==> src/rtl/rob_pkg.sv <==
package rob_pkg;
  typedef enum logic {PICK_OLDEST, PICK_YOUNGEST} age_pick_e;

  function automatic int ring_next(int p, int depth);
    return (p + 1 == depth) ? 0 : p + 1;
  endfunction

  function automatic int ring_prev(int p, int depth);
    return (p == 0) ? depth - 1 : p - 1;
  endfunction

  function automatic int ring_dist(int from, int to, int depth);
    return (to >= from) ? to - from : to + depth - from;
  endfunction
endpackage

==> src/rtl/rob_thread_queue.sv <==
module rob_thread_queue
  import rob_pkg::*;
#(
  parameter int DEPTH    = 8,
  parameter int SEQ_W    = 16,
  parameter int PC_W     = 32,
  parameter int SQ_WIDTH = 2,
  localparam int IDX_W   = (DEPTH > 1) ? $clog2(DEPTH) : 1,
  localparam int CNT_W   = $clog2(DEPTH + 1)
) (
  input  logic             clk,
  input  logic             rst_n,
  input  logic             push_i,
  input  logic [SEQ_W-1:0] push_seq_i,
  input  logic [PC_W-1:0]  push_pc_i,
  input  logic             pop_req_i,
  input  logic             cmpl_i,
  input  logic [SEQ_W-1:0] cmpl_seq_i,
  input  logic             sq_req_i,
  input  logic [SEQ_W-1:0] sq_seq_i,
  output logic             empty_o,
  output logic             head_ready_o,
  output logic             head_squashed_o,
  output logic [SEQ_W-1:0] head_seq_o,
  output logic [PC_W-1:0]  head_pc_o,
  output logic [SEQ_W-1:0] tail_seq_o,
  output logic [CNT_W-1:0] cnt_o,
  output logic             squashing_o,
  output logic             pop_fire_o
);
  logic [SEQ_W-1:0] seq_q [DEPTH];
  logic [PC_W-1:0]  pc_q  [DEPTH];
  logic [DEPTH-1:0] rdy_q, sqd_q;
  logic [IDX_W-1:0] head_q, tail_q, walk_q;
  logic [CNT_W-1:0] cnt_q;
  logic             sq_busy_q;
  logic [SEQ_W-1:0] sq_num_q;

  // named internal events
  logic             sq_start, walk_en, w_done, pop_fire;
  logic [IDX_W-1:0] w_ptr;
  logic [DEPTH-1:0] mark, cmpl_hit, push_mask;

  function automatic logic [IDX_W-1:0] nxt(logic [IDX_W-1:0] p);
    return IDX_W'(ring_next(int'(p), DEPTH));
  endfunction

  function automatic logic [IDX_W-1:0] prv(logic [IDX_W-1:0] p);
    return IDX_W'(ring_prev(int'(p), DEPTH));
  endfunction

  assign sq_start  = sq_req_i && (cnt_q != '0);
  assign walk_en   = sq_busy_q && !sq_start;
  assign pop_fire  = pop_req_i && (cnt_q != '0) && rdy_q[head_q] && !sq_busy_q && !sq_start;
  assign push_mask = push_i ? (DEPTH'(1) << tail_q) : '0;

  always_comb begin
    for (int i = 0; i < DEPTH; i++) begin
      cmpl_hit[i] = cmpl_i && (ring_dist(int'(head_q), i, DEPTH) < int'(cnt_q))
                    && (seq_q[i] == cmpl_seq_i);
    end
  end

  // squash walker: youngest toward head, SQ_WIDTH entries at most
  always_comb begin
    logic live;
    live   = walk_en;
    w_ptr  = walk_q;
    w_done = 1'b0;
    mark   = '0;
    for (int i = 0; i < SQ_WIDTH; i++) begin
      if (live) begin
        if (seq_q[w_ptr] > sq_num_q) begin
          mark[w_ptr] = 1'b1;
          if (w_ptr == head_q) begin
            w_done = 1'b1;
            live   = 1'b0;
          end else begin
            w_ptr = prv(w_ptr);
          end
        end else begin
          w_done = 1'b1;
          live   = 1'b0;
        end
      end
    end
    if (live && (seq_q[w_ptr] <= sq_num_q)) w_done = 1'b1;
  end

  always_ff @(posedge clk) begin
    if (!rst_n) begin
      head_q    <= '0;
      tail_q    <= '0;
      cnt_q     <= '0;
      walk_q    <= '0;
      sq_busy_q <= 1'b0;
      sq_num_q  <= '0;
      rdy_q     <= '0;
      sqd_q     <= '0;
    end else begin
      if (push_i)   tail_q <= nxt(tail_q);
      if (pop_fire) head_q <= nxt(head_q);
      cnt_q <= cnt_q + CNT_W'(push_i) - CNT_W'(pop_fire);
      if (sq_start) begin
        sq_busy_q <= 1'b1;
        sq_num_q  <= sq_seq_i;
        walk_q    <= prv(tail_q);
      end else if (walk_en) begin
        walk_q <= w_ptr;
        if (w_done) sq_busy_q <= 1'b0;
      end
      rdy_q <= (rdy_q | mark | cmpl_hit) & ~push_mask;
      sqd_q <= (sqd_q | mark) & ~push_mask;
    end
  end

  always_ff @(posedge clk) begin
    if (push_i) begin
      seq_q[tail_q] <= push_seq_i;
      pc_q[tail_q]  <= push_pc_i;
    end
  end

  assign empty_o         = (cnt_q == '0);
  assign head_ready_o    = !empty_o && rdy_q[head_q];
  assign head_squashed_o = !empty_o && sqd_q[head_q];
  assign head_seq_o      = seq_q[head_q];
  assign head_pc_o       = pc_q[head_q];
  assign tail_seq_o      = seq_q[prv(tail_q)];
  assign cnt_o           = cnt_q;
  assign squashing_o     = sq_busy_q;
  assign pop_fire_o      = pop_fire;

  assert_push_room_R2: assert property (@(posedge clk) disable iff (!rst_n)
    push_i |-> (cnt_q < CNT_W'(DEPTH)));
  assert_pop_ready_R4: assert property (@(posedge clk) disable iff (!rst_n)
    pop_fire |-> head_ready_o);
  assert_no_pop_squash_R11: assert property (@(posedge clk) disable iff (!rst_n)
    sq_busy_q |-> !pop_fire);
  assert_squash_ready_R8: assert property (@(posedge clk) disable iff (!rst_n)
    head_squashed_o |-> head_ready_o);
  assert_walk_stops_R9: assert property (@(posedge clk) disable iff (!rst_n)
    (walk_en && w_done) |=> !sq_busy_q);
endmodule

==> src/rtl/rob_age_select.sv <==
module rob_age_select
  import rob_pkg::*;
#(
  parameter int        THREADS = 2,
  parameter int        SEQ_W   = 16,
  parameter age_pick_e PICK    = PICK_OLDEST,
  localparam int       TID_W   = (THREADS > 1) ? $clog2(THREADS) : 1
) (
  input  logic [THREADS-1:0]       valid_i,
  input  logic [THREADS*SEQ_W-1:0] seq_i,
  output logic                     valid_o,
  output logic [TID_W-1:0]         tid_o,
  output logic [SEQ_W-1:0]         seq_o
);
  function automatic logic beats(logic [SEQ_W-1:0] a, logic [SEQ_W-1:0] b);
    return (PICK == PICK_OLDEST) ? (a < b) : (a > b);
  endfunction

  always_comb begin
    valid_o = 1'b0;
    tid_o   = '0;
    seq_o   = '0;
    for (int t = 0; t < THREADS; t++) begin
      if (valid_i[t] && (!valid_o || beats(seq_i[t*SEQ_W +: SEQ_W], seq_o))) begin
        valid_o = 1'b1;
        tid_o   = TID_W'(t);
        seq_o   = seq_i[t*SEQ_W +: SEQ_W];
      end
    end
  end
endmodule

==> src/rtl/mt_rob.sv <==
module mt_rob
  import rob_pkg::*;
#(
  parameter int  THREADS  = 2,
  parameter int  CAPACITY = 8,
  parameter int  SEQ_W    = 16,
  parameter int  PC_W     = 32,
  parameter int  SQ_WIDTH = 2,
  localparam int TID_W    = (THREADS > 1) ? $clog2(THREADS) : 1,
  localparam int CNT_W    = $clog2(CAPACITY + 1)
) (
  input  logic                     clk,
  input  logic                     rst_n,
  input  logic [THREADS-1:0]       thread_active_i,
  input  logic                     disp_valid_i,
  input  logic [TID_W-1:0]         disp_tid_i,
  input  logic [SEQ_W-1:0]         disp_seq_i,
  input  logic [PC_W-1:0]          disp_pc_i,
  output logic                     rob_full_o,
  input  logic [THREADS-1:0]       cmpl_valid_i,
  input  logic [THREADS*SEQ_W-1:0] cmpl_seq_i,
  input  logic                     retire_valid_i,
  input  logic [TID_W-1:0]         retire_tid_i,
  input  logic                     sq_valid_i,
  input  logic [TID_W-1:0]         sq_tid_i,
  input  logic [SEQ_W-1:0]         sq_seq_i,
  output logic [THREADS-1:0]       head_valid_o,
  output logic [THREADS-1:0]       head_ready_o,
  output logic [THREADS-1:0]       head_squashed_o,
  output logic [THREADS*SEQ_W-1:0] head_seq_o,
  output logic [THREADS*PC_W-1:0]  head_pc_o,
  output logic [THREADS-1:0]       squashing_o,
  output logic                     can_commit_o,
  output logic [CNT_W-1:0]         rob_count_o,
  output logic                     oldest_valid_o,
  output logic [TID_W-1:0]         oldest_tid_o,
  output logic [SEQ_W-1:0]         oldest_seq_o,
  output logic                     youngest_valid_o,
  output logic [TID_W-1:0]         youngest_tid_o,
  output logic [SEQ_W-1:0]         youngest_seq_o
);
  localparam int Q_CNT_W = $clog2(CAPACITY + 1);

  logic [CNT_W-1:0]         count_q, count_sum;
  logic                     disp_ok, sq_ok;
  logic [THREADS-1:0]       empty, pop_fire;
  logic [THREADS*SEQ_W-1:0] tail_seq;
  logic [Q_CNT_W-1:0]       tcnt [THREADS];

  assign rob_full_o = (count_q == CNT_W'(CAPACITY));
  assign disp_ok    = disp_valid_i && !rob_full_o;
  assign sq_ok      = sq_valid_i && (count_q != '0);

  for (genvar t = 0; t < THREADS; t++) begin : g_thr
    rob_thread_queue #(
      .DEPTH(CAPACITY), .SEQ_W(SEQ_W), .PC_W(PC_W), .SQ_WIDTH(SQ_WIDTH)
    ) u_q (
      .clk             (clk),
      .rst_n           (rst_n),
      .push_i          (disp_ok && (disp_tid_i == TID_W'(t))),
      .push_seq_i      (disp_seq_i),
      .push_pc_i       (disp_pc_i),
      .pop_req_i       (retire_valid_i && (retire_tid_i == TID_W'(t))),
      .cmpl_i          (cmpl_valid_i[t]),
      .cmpl_seq_i      (cmpl_seq_i[t*SEQ_W +: SEQ_W]),
      .sq_req_i        (sq_ok && (sq_tid_i == TID_W'(t))),
      .sq_seq_i        (sq_seq_i),
      .empty_o         (empty[t]),
      .head_ready_o    (head_ready_o[t]),
      .head_squashed_o (head_squashed_o[t]),
      .head_seq_o      (head_seq_o[t*SEQ_W +: SEQ_W]),
      .head_pc_o       (head_pc_o[t*PC_W +: PC_W]),
      .tail_seq_o      (tail_seq[t*SEQ_W +: SEQ_W]),
      .cnt_o           (tcnt[t]),
      .squashing_o     (squashing_o[t]),
      .pop_fire_o      (pop_fire[t])
    );
  end

  assign head_valid_o = ~empty;
  assign can_commit_o = |(head_ready_o & thread_active_i);

  rob_age_select #(.THREADS(THREADS), .SEQ_W(SEQ_W), .PICK(PICK_OLDEST)) u_oldest (
    .valid_i (thread_active_i & ~empty),
    .seq_i   (head_seq_o),
    .valid_o (oldest_valid_o),
    .tid_o   (oldest_tid_o),
    .seq_o   (oldest_seq_o)
  );

  rob_age_select #(.THREADS(THREADS), .SEQ_W(SEQ_W), .PICK(PICK_YOUNGEST)) u_youngest (
    .valid_i (thread_active_i & ~empty),
    .seq_i   (tail_seq),
    .valid_o (youngest_valid_o),
    .tid_o   (youngest_tid_o),
    .seq_o   (youngest_seq_o)
  );

  always_ff @(posedge clk) begin
    if (!rst_n) count_q <= '0;
    else        count_q <= count_q + CNT_W'(disp_ok) - CNT_W'($countones(pop_fire));
  end
  assign rob_count_o = count_q;

  always_comb begin
    count_sum = '0;
    for (int t = 0; t < THREADS; t++) count_sum = count_sum + CNT_W'(tcnt[t]);
  end

  assert_count_sum_R4: assert property (@(posedge clk) disable iff (!rst_n)
    count_q == count_sum);
  assert_one_retire_R4: assert property (@(posedge clk) disable iff (!rst_n)
    $onehot0(pop_fire));
  assert_oldest_nonempty_R6: assert property (@(posedge clk) disable iff (!rst_n)
    oldest_valid_o |-> (count_q != '0));
  assert_full_hold_R2: assert property (@(posedge clk) disable iff (!rst_n)
    (rob_full_o && (pop_fire == '0)) |=> rob_full_o);
endmodule

==> config.mk <==
export PLATFORM = sky130hd
export DESIGN_NAME = mt_rob
export DESIGN_NICKNAME = d
export VERILOG_FILES = /design/src/rtl/rob_pkg.sv /design/src/rtl/rob_thread_queue.sv /design/src/rtl/rob_age_select.sv /design/src/rtl/mt_rob.sv
export SDC_FILE = /design/constraint.sdc
export NUM_CORES = 2
export LEC_CHECK = 0
export CAP_MARGIN = 10
export CORE_MARGIN = 3
export CORE_UTILIZATION = 40
export DETAILED_ROUTE_END_ITERATION = 8
export GPL_TIMING_DRIVEN = 0
export PLACE_DENSITY_LB_ADDON = 0.1
export SLEW_MARGIN = 40
export SYNTH_ARGS = -nofsm -noshare
export SYNTH_HDL_FRONTEND = slang
export SYNTH_SLANG_ARGS = --single-unit
==> constraint.sdc <==
create_clock -name clk -period 13.4 [get_ports clk]
set_clock_uncertainty 0.1 [all_clocks]
set_input_delay 4.02 -clock clk [delete_from_list [all_inputs] [get_ports clk]]
set_output_delay 4.02 -clock clk [all_outputs]
set_load 0.02 [all_outputs]
==> impl_metrics.csv <==
group,metric,value,unit
finish,fillCellCount,11300,
worst_setup_path,worstPathRequired,13870,ps
clock_tree,clockBufferDepth,3,
worst_setup_path,slowest_stage,"mux2i_1",
detailed_routing,dr_wl_met3,22500,µm
detailed_routing,first_iter_violations,4457,
detailed_routing,num_vias,38000,
synthesis,yosysUniqueCellTypes,88,
synthesis,yosys-top-cells-area,"edfxtp_1 45%, mux4_2 15%, ha_1 5.8%, dfxtp_1 4.2%, xnor2_1 4.0%",
detailed_routing,dr.max_layer_used,"met5",
detailed_routing,firstDrtPassIters,6,
synthesis,synth_common_cells,"768 x edfxtp_1, 403 x nand2_1, 344 x mux4_2",
synthesis,synth_ff_type,"edfxtp_1",
finish,syn_to_final_growth,17.8,%
sta,period_minus_slack,13260,ps
sta,rsz0062_at_grt,"true",
sta,fmax,75.4,MHz
placement,placed_area,0.0573,mm²
worst_setup_path,crit_family,"compound AO/OA/AOI/OAI gates",
floorplanning,dieArea,0.133,mm²
floorplanning,rows,130,
finish,design_area,0.0605,mm²
sta,setup_viol,0,
worst_setup_path,cp-start-kind,"input port",
floorplanning,ioPinCount,254,
synthesis,ys_warn_count,0,
finish,multiInputGateArea,0.0246,mm²
floorplanning,fp.dieH,364,µm
clock_tree,cts_tree,"done",
synthesis,synth_area_leader_cell,"edfxtp_1",
min_path,hold_class,"reg2reg",
global_route,grt_pass1_wl,288000,µm
synthesis,yosysSeqAreaShare,49.1,%
power,ir_drop,0.107,mV
worst_setup_path,slowest_delay,660,ps
synthesis,synthMostInstantiatedCell,"edfxtp_1",
sta,relSlewSlack,35.5,%
clock_tree,cts-root-buf,"clkbuf_16",
detailed_routing,drc_errors,0,
status,status,"finished clean",
global_route,antenna_found_initial,8,
finish,regArea,0.0252,mm²
worst_setup_path,critPathKind,"in2reg",
detailed_routing,wl_per_cell,33.8,µm
finish,drive_gt1_share,21.0,%
detailed_routing,vias_per_cell,6.20,
sta,drv_slew,0,
synthesis,syn_area,0.0514,mm²
clock_tree,clock_latency,720,ps
placement,dp_hpwl,158000,µm
worst_setup_path,path_max_fanout,10,
sta,post-route-period-util,99.0,%
worst_setup_path,worstPathArrival,13730,ps
global_route,grt_max_degree,17,
placement,portBuffers,219,
worst_setup_path,cp-end-kind,"flip-flop",
worst_setup_path,critical_path_buf_inv_count,6,
finish,final_nets,4751,
clock_tree,cts.htree.levels,3,
power,totalPowerFinal,6990,µW
detailed_routing,routed_wl,207000,µm
detailed_routing,routed-wl-met2,88900,µm
detailed_routing,wl_met1,86000,µm
power,power_density,115,mW/mm²
detailed_routing,ant_nets,0,
clock_tree,clk_pin_slew_worst_paths,70,ps
synthesis,synth_top_area_share,44.9,%
sta,hold_violations,0,
worst_setup_path,cpMostUsedCell,"o21a_1",
clock_tree,clock-sinks,876,
synthesis,synth_edf_count,768,
global_route,grt_pass1_vias,36600,
clock_tree,cts_buffers,95,
synthesis,syn_inst,3952,
clock_tree,postCtsSetupRepairBufs,0,
sta,final.setup.tns,0,ps
synthesis,syn_nets,4302,
floorplanning,die_width,364,µm
synthesis,syn_avg_cell_area,13.0,µm²
synthesis,synthArstFlopShare,0,%
floorplanning,start_util,40.6,%
synthesis,yosys_register_bits,876,
sta,worstMarginPinSlew,959,ps
power,p_leak,0.0205,µW
floorplanning,core_area,0.127,mm²
flow_run,drv_cap,0,
placement,globalplace.congestion,1.02,
global_route,overflow,0,
global_route,grt_usage,30.9,%
## cell families after synthesis
logic type / count (synthesis) / share of synthesized area, %
flops: 876 / 49.1
simple gates: 871 / 7.93
compound gates: 617 / 8.51
mux: 582 / 20.1
buf+inv: 493 / 3.78
xor+xnor: 271 / 4.62
fa+ha+maj: 242 / 5.95
## flip-flops by register name, summed over array words and instances (netlist names), named ones only
| register | count |
|---|---|
| g_thr.u_q.walk_q | 6 |
| g_thr.u_q.tail_q | 6 |
| g_thr.u_q.sq_num_q | 32 |
| g_thr.u_q.cnt_o | 8 |
| g_thr.u_q.seq_q | 256 |
| g_thr.u_q.pc_q | 512 |
| g_thr.u_q.sqd_q | 16 |
| g_thr.u_q.head_q | 6 |
| g_thr.u_q.rdy_q | 16 |
| rob_count_o | 4 |
| g_thr.u_q.squashing_o | 2 |
## power breakdown
group / internal, µW / leakage [µW] / switching, µW / total (µW)
clock network: 1440 / 0.00149 / 1130 / 2570
registers: 3020 / 0.00781 / 42.2 / 3060
logic: 513 / 0.0112 / 844 / 1360
total: 4970 / 0.0205 / 2020 / 6990
## metal layers
metal / GRT usage (%) / vias up
met5: 0 / -
met3: 9.34 / 400
met4: 12.2 / 6
met2: 45.5 / 2130
met1: 42.6 / 19300
li1: - / 16200
## final timing paths
path	end	depth (start not counted)	slack, ps	start
setup / recovery	g_thr[0].u_q.squashing_o	37	140	sq_valid_i
hold / removal	g_thr[1].u_q.sqd_q[2]	2	340	g_thr[1].u_q.sqd_q[2]
setup reg to reg	g_thr[1].u_q.squashing_o	38	1430	flip-flop
hold reg to reg	g_thr[1].u_q.sqd_q[2]	2	340	g_thr[1].u_q.sqd_q[2]
## tightest hold or removal path, stage by stage, from the launching register on
cell	delay, ps
dfxtp_1	310
inv_1	40
a21oi_1	50
## area by class of cell
type | instances | share of cell area (%)
multi-input cells | 2583 | 40.6
clock buffers | 110 | 4.14
flip-flops and latches | 876 | 41.7
inverters | 188 | 1.17
clock inverters | 64 | 0.878
well taps | 1650 | 3.41
repair buffers | 352 | 5.94
plain buffers | 305 | 2.21
diodes | 3 | 0.0124
## stage by stage
step | hold slack (ps) | util (%) | worst slack, ps | std cells
global route | 373 | 47.8 | -93.4 | 6128
detailed placement | 332 | 45.3 | -986 | 5953
floorplan | 319 | - | 2030 | 3952
global placement | 332 | 44.0 | -4100 | 5821
finish | 341 | 47.8 | 139 | 6131
CTS | 342 | 47.8 | 36.7 | 6127
## placed cells by master (no fill, tap or decap), types with 23 or more instances in the layout
| cell | Yosys | layout |
|---|---|---|
| edfxtp_1 | 768 | 768 |
| o21ai_0 | 41 | 40 |
| nand3_1 | 75 | 75 |
| xnor2_1 | 234 | 234 |
| clkinv_1 | 3 | 25 |
| a21o_1 | 46 | 46 |
| clkbuf_16 | 0 | 98 |
| a21oi_1 | 158 | 156 |
| ha_1 | 238 | 238 |
| a22oi_1 | 32 | 32 |
| mux2i_1 | 107 | 103 |
| clkbuf_1 | 219 | 188 |
| clkinv_2 | 0 | 24 |
| mux4_2 | 344 | 344 |
| nor3_1 | 46 | 39 |
| clkdlybuf4s50_1 | 0 | 209 |
| nand2_1 | 403 | 403 |
| a211oi_1 | 71 | 68 |
| nand2b_1 | 23 | 23 |
| buf_4 | 11 | 60 |
| nor2_1 | 114 | 104 |
| mux2_2 | 117 | 117 |
| xor2_1 | 37 | 37 |
| o22ai_1 | 66 | 60 |
| and2_1 | 35 | 35 |
| dfxtp_1 | 108 | 108 |
| buf_2 | 21 | 102 |
| inv_1 | 184 | 184 |
| nand4_1 | 102 | 102 |
| clkbuf_2 | 0 | 40 |
## repair_timing
| item | CTS | global route |
|---|---|---|
| gates cloned | 0 | 0 |
| gates resized for setup | 19 | 35 |
| endpoints found under the hold margin | 0 | 0 |
| hold buffers | 0 | 0 |
| setup endpoints to repair | 21 | 27 |
Power figures use the tool's default switching activity.
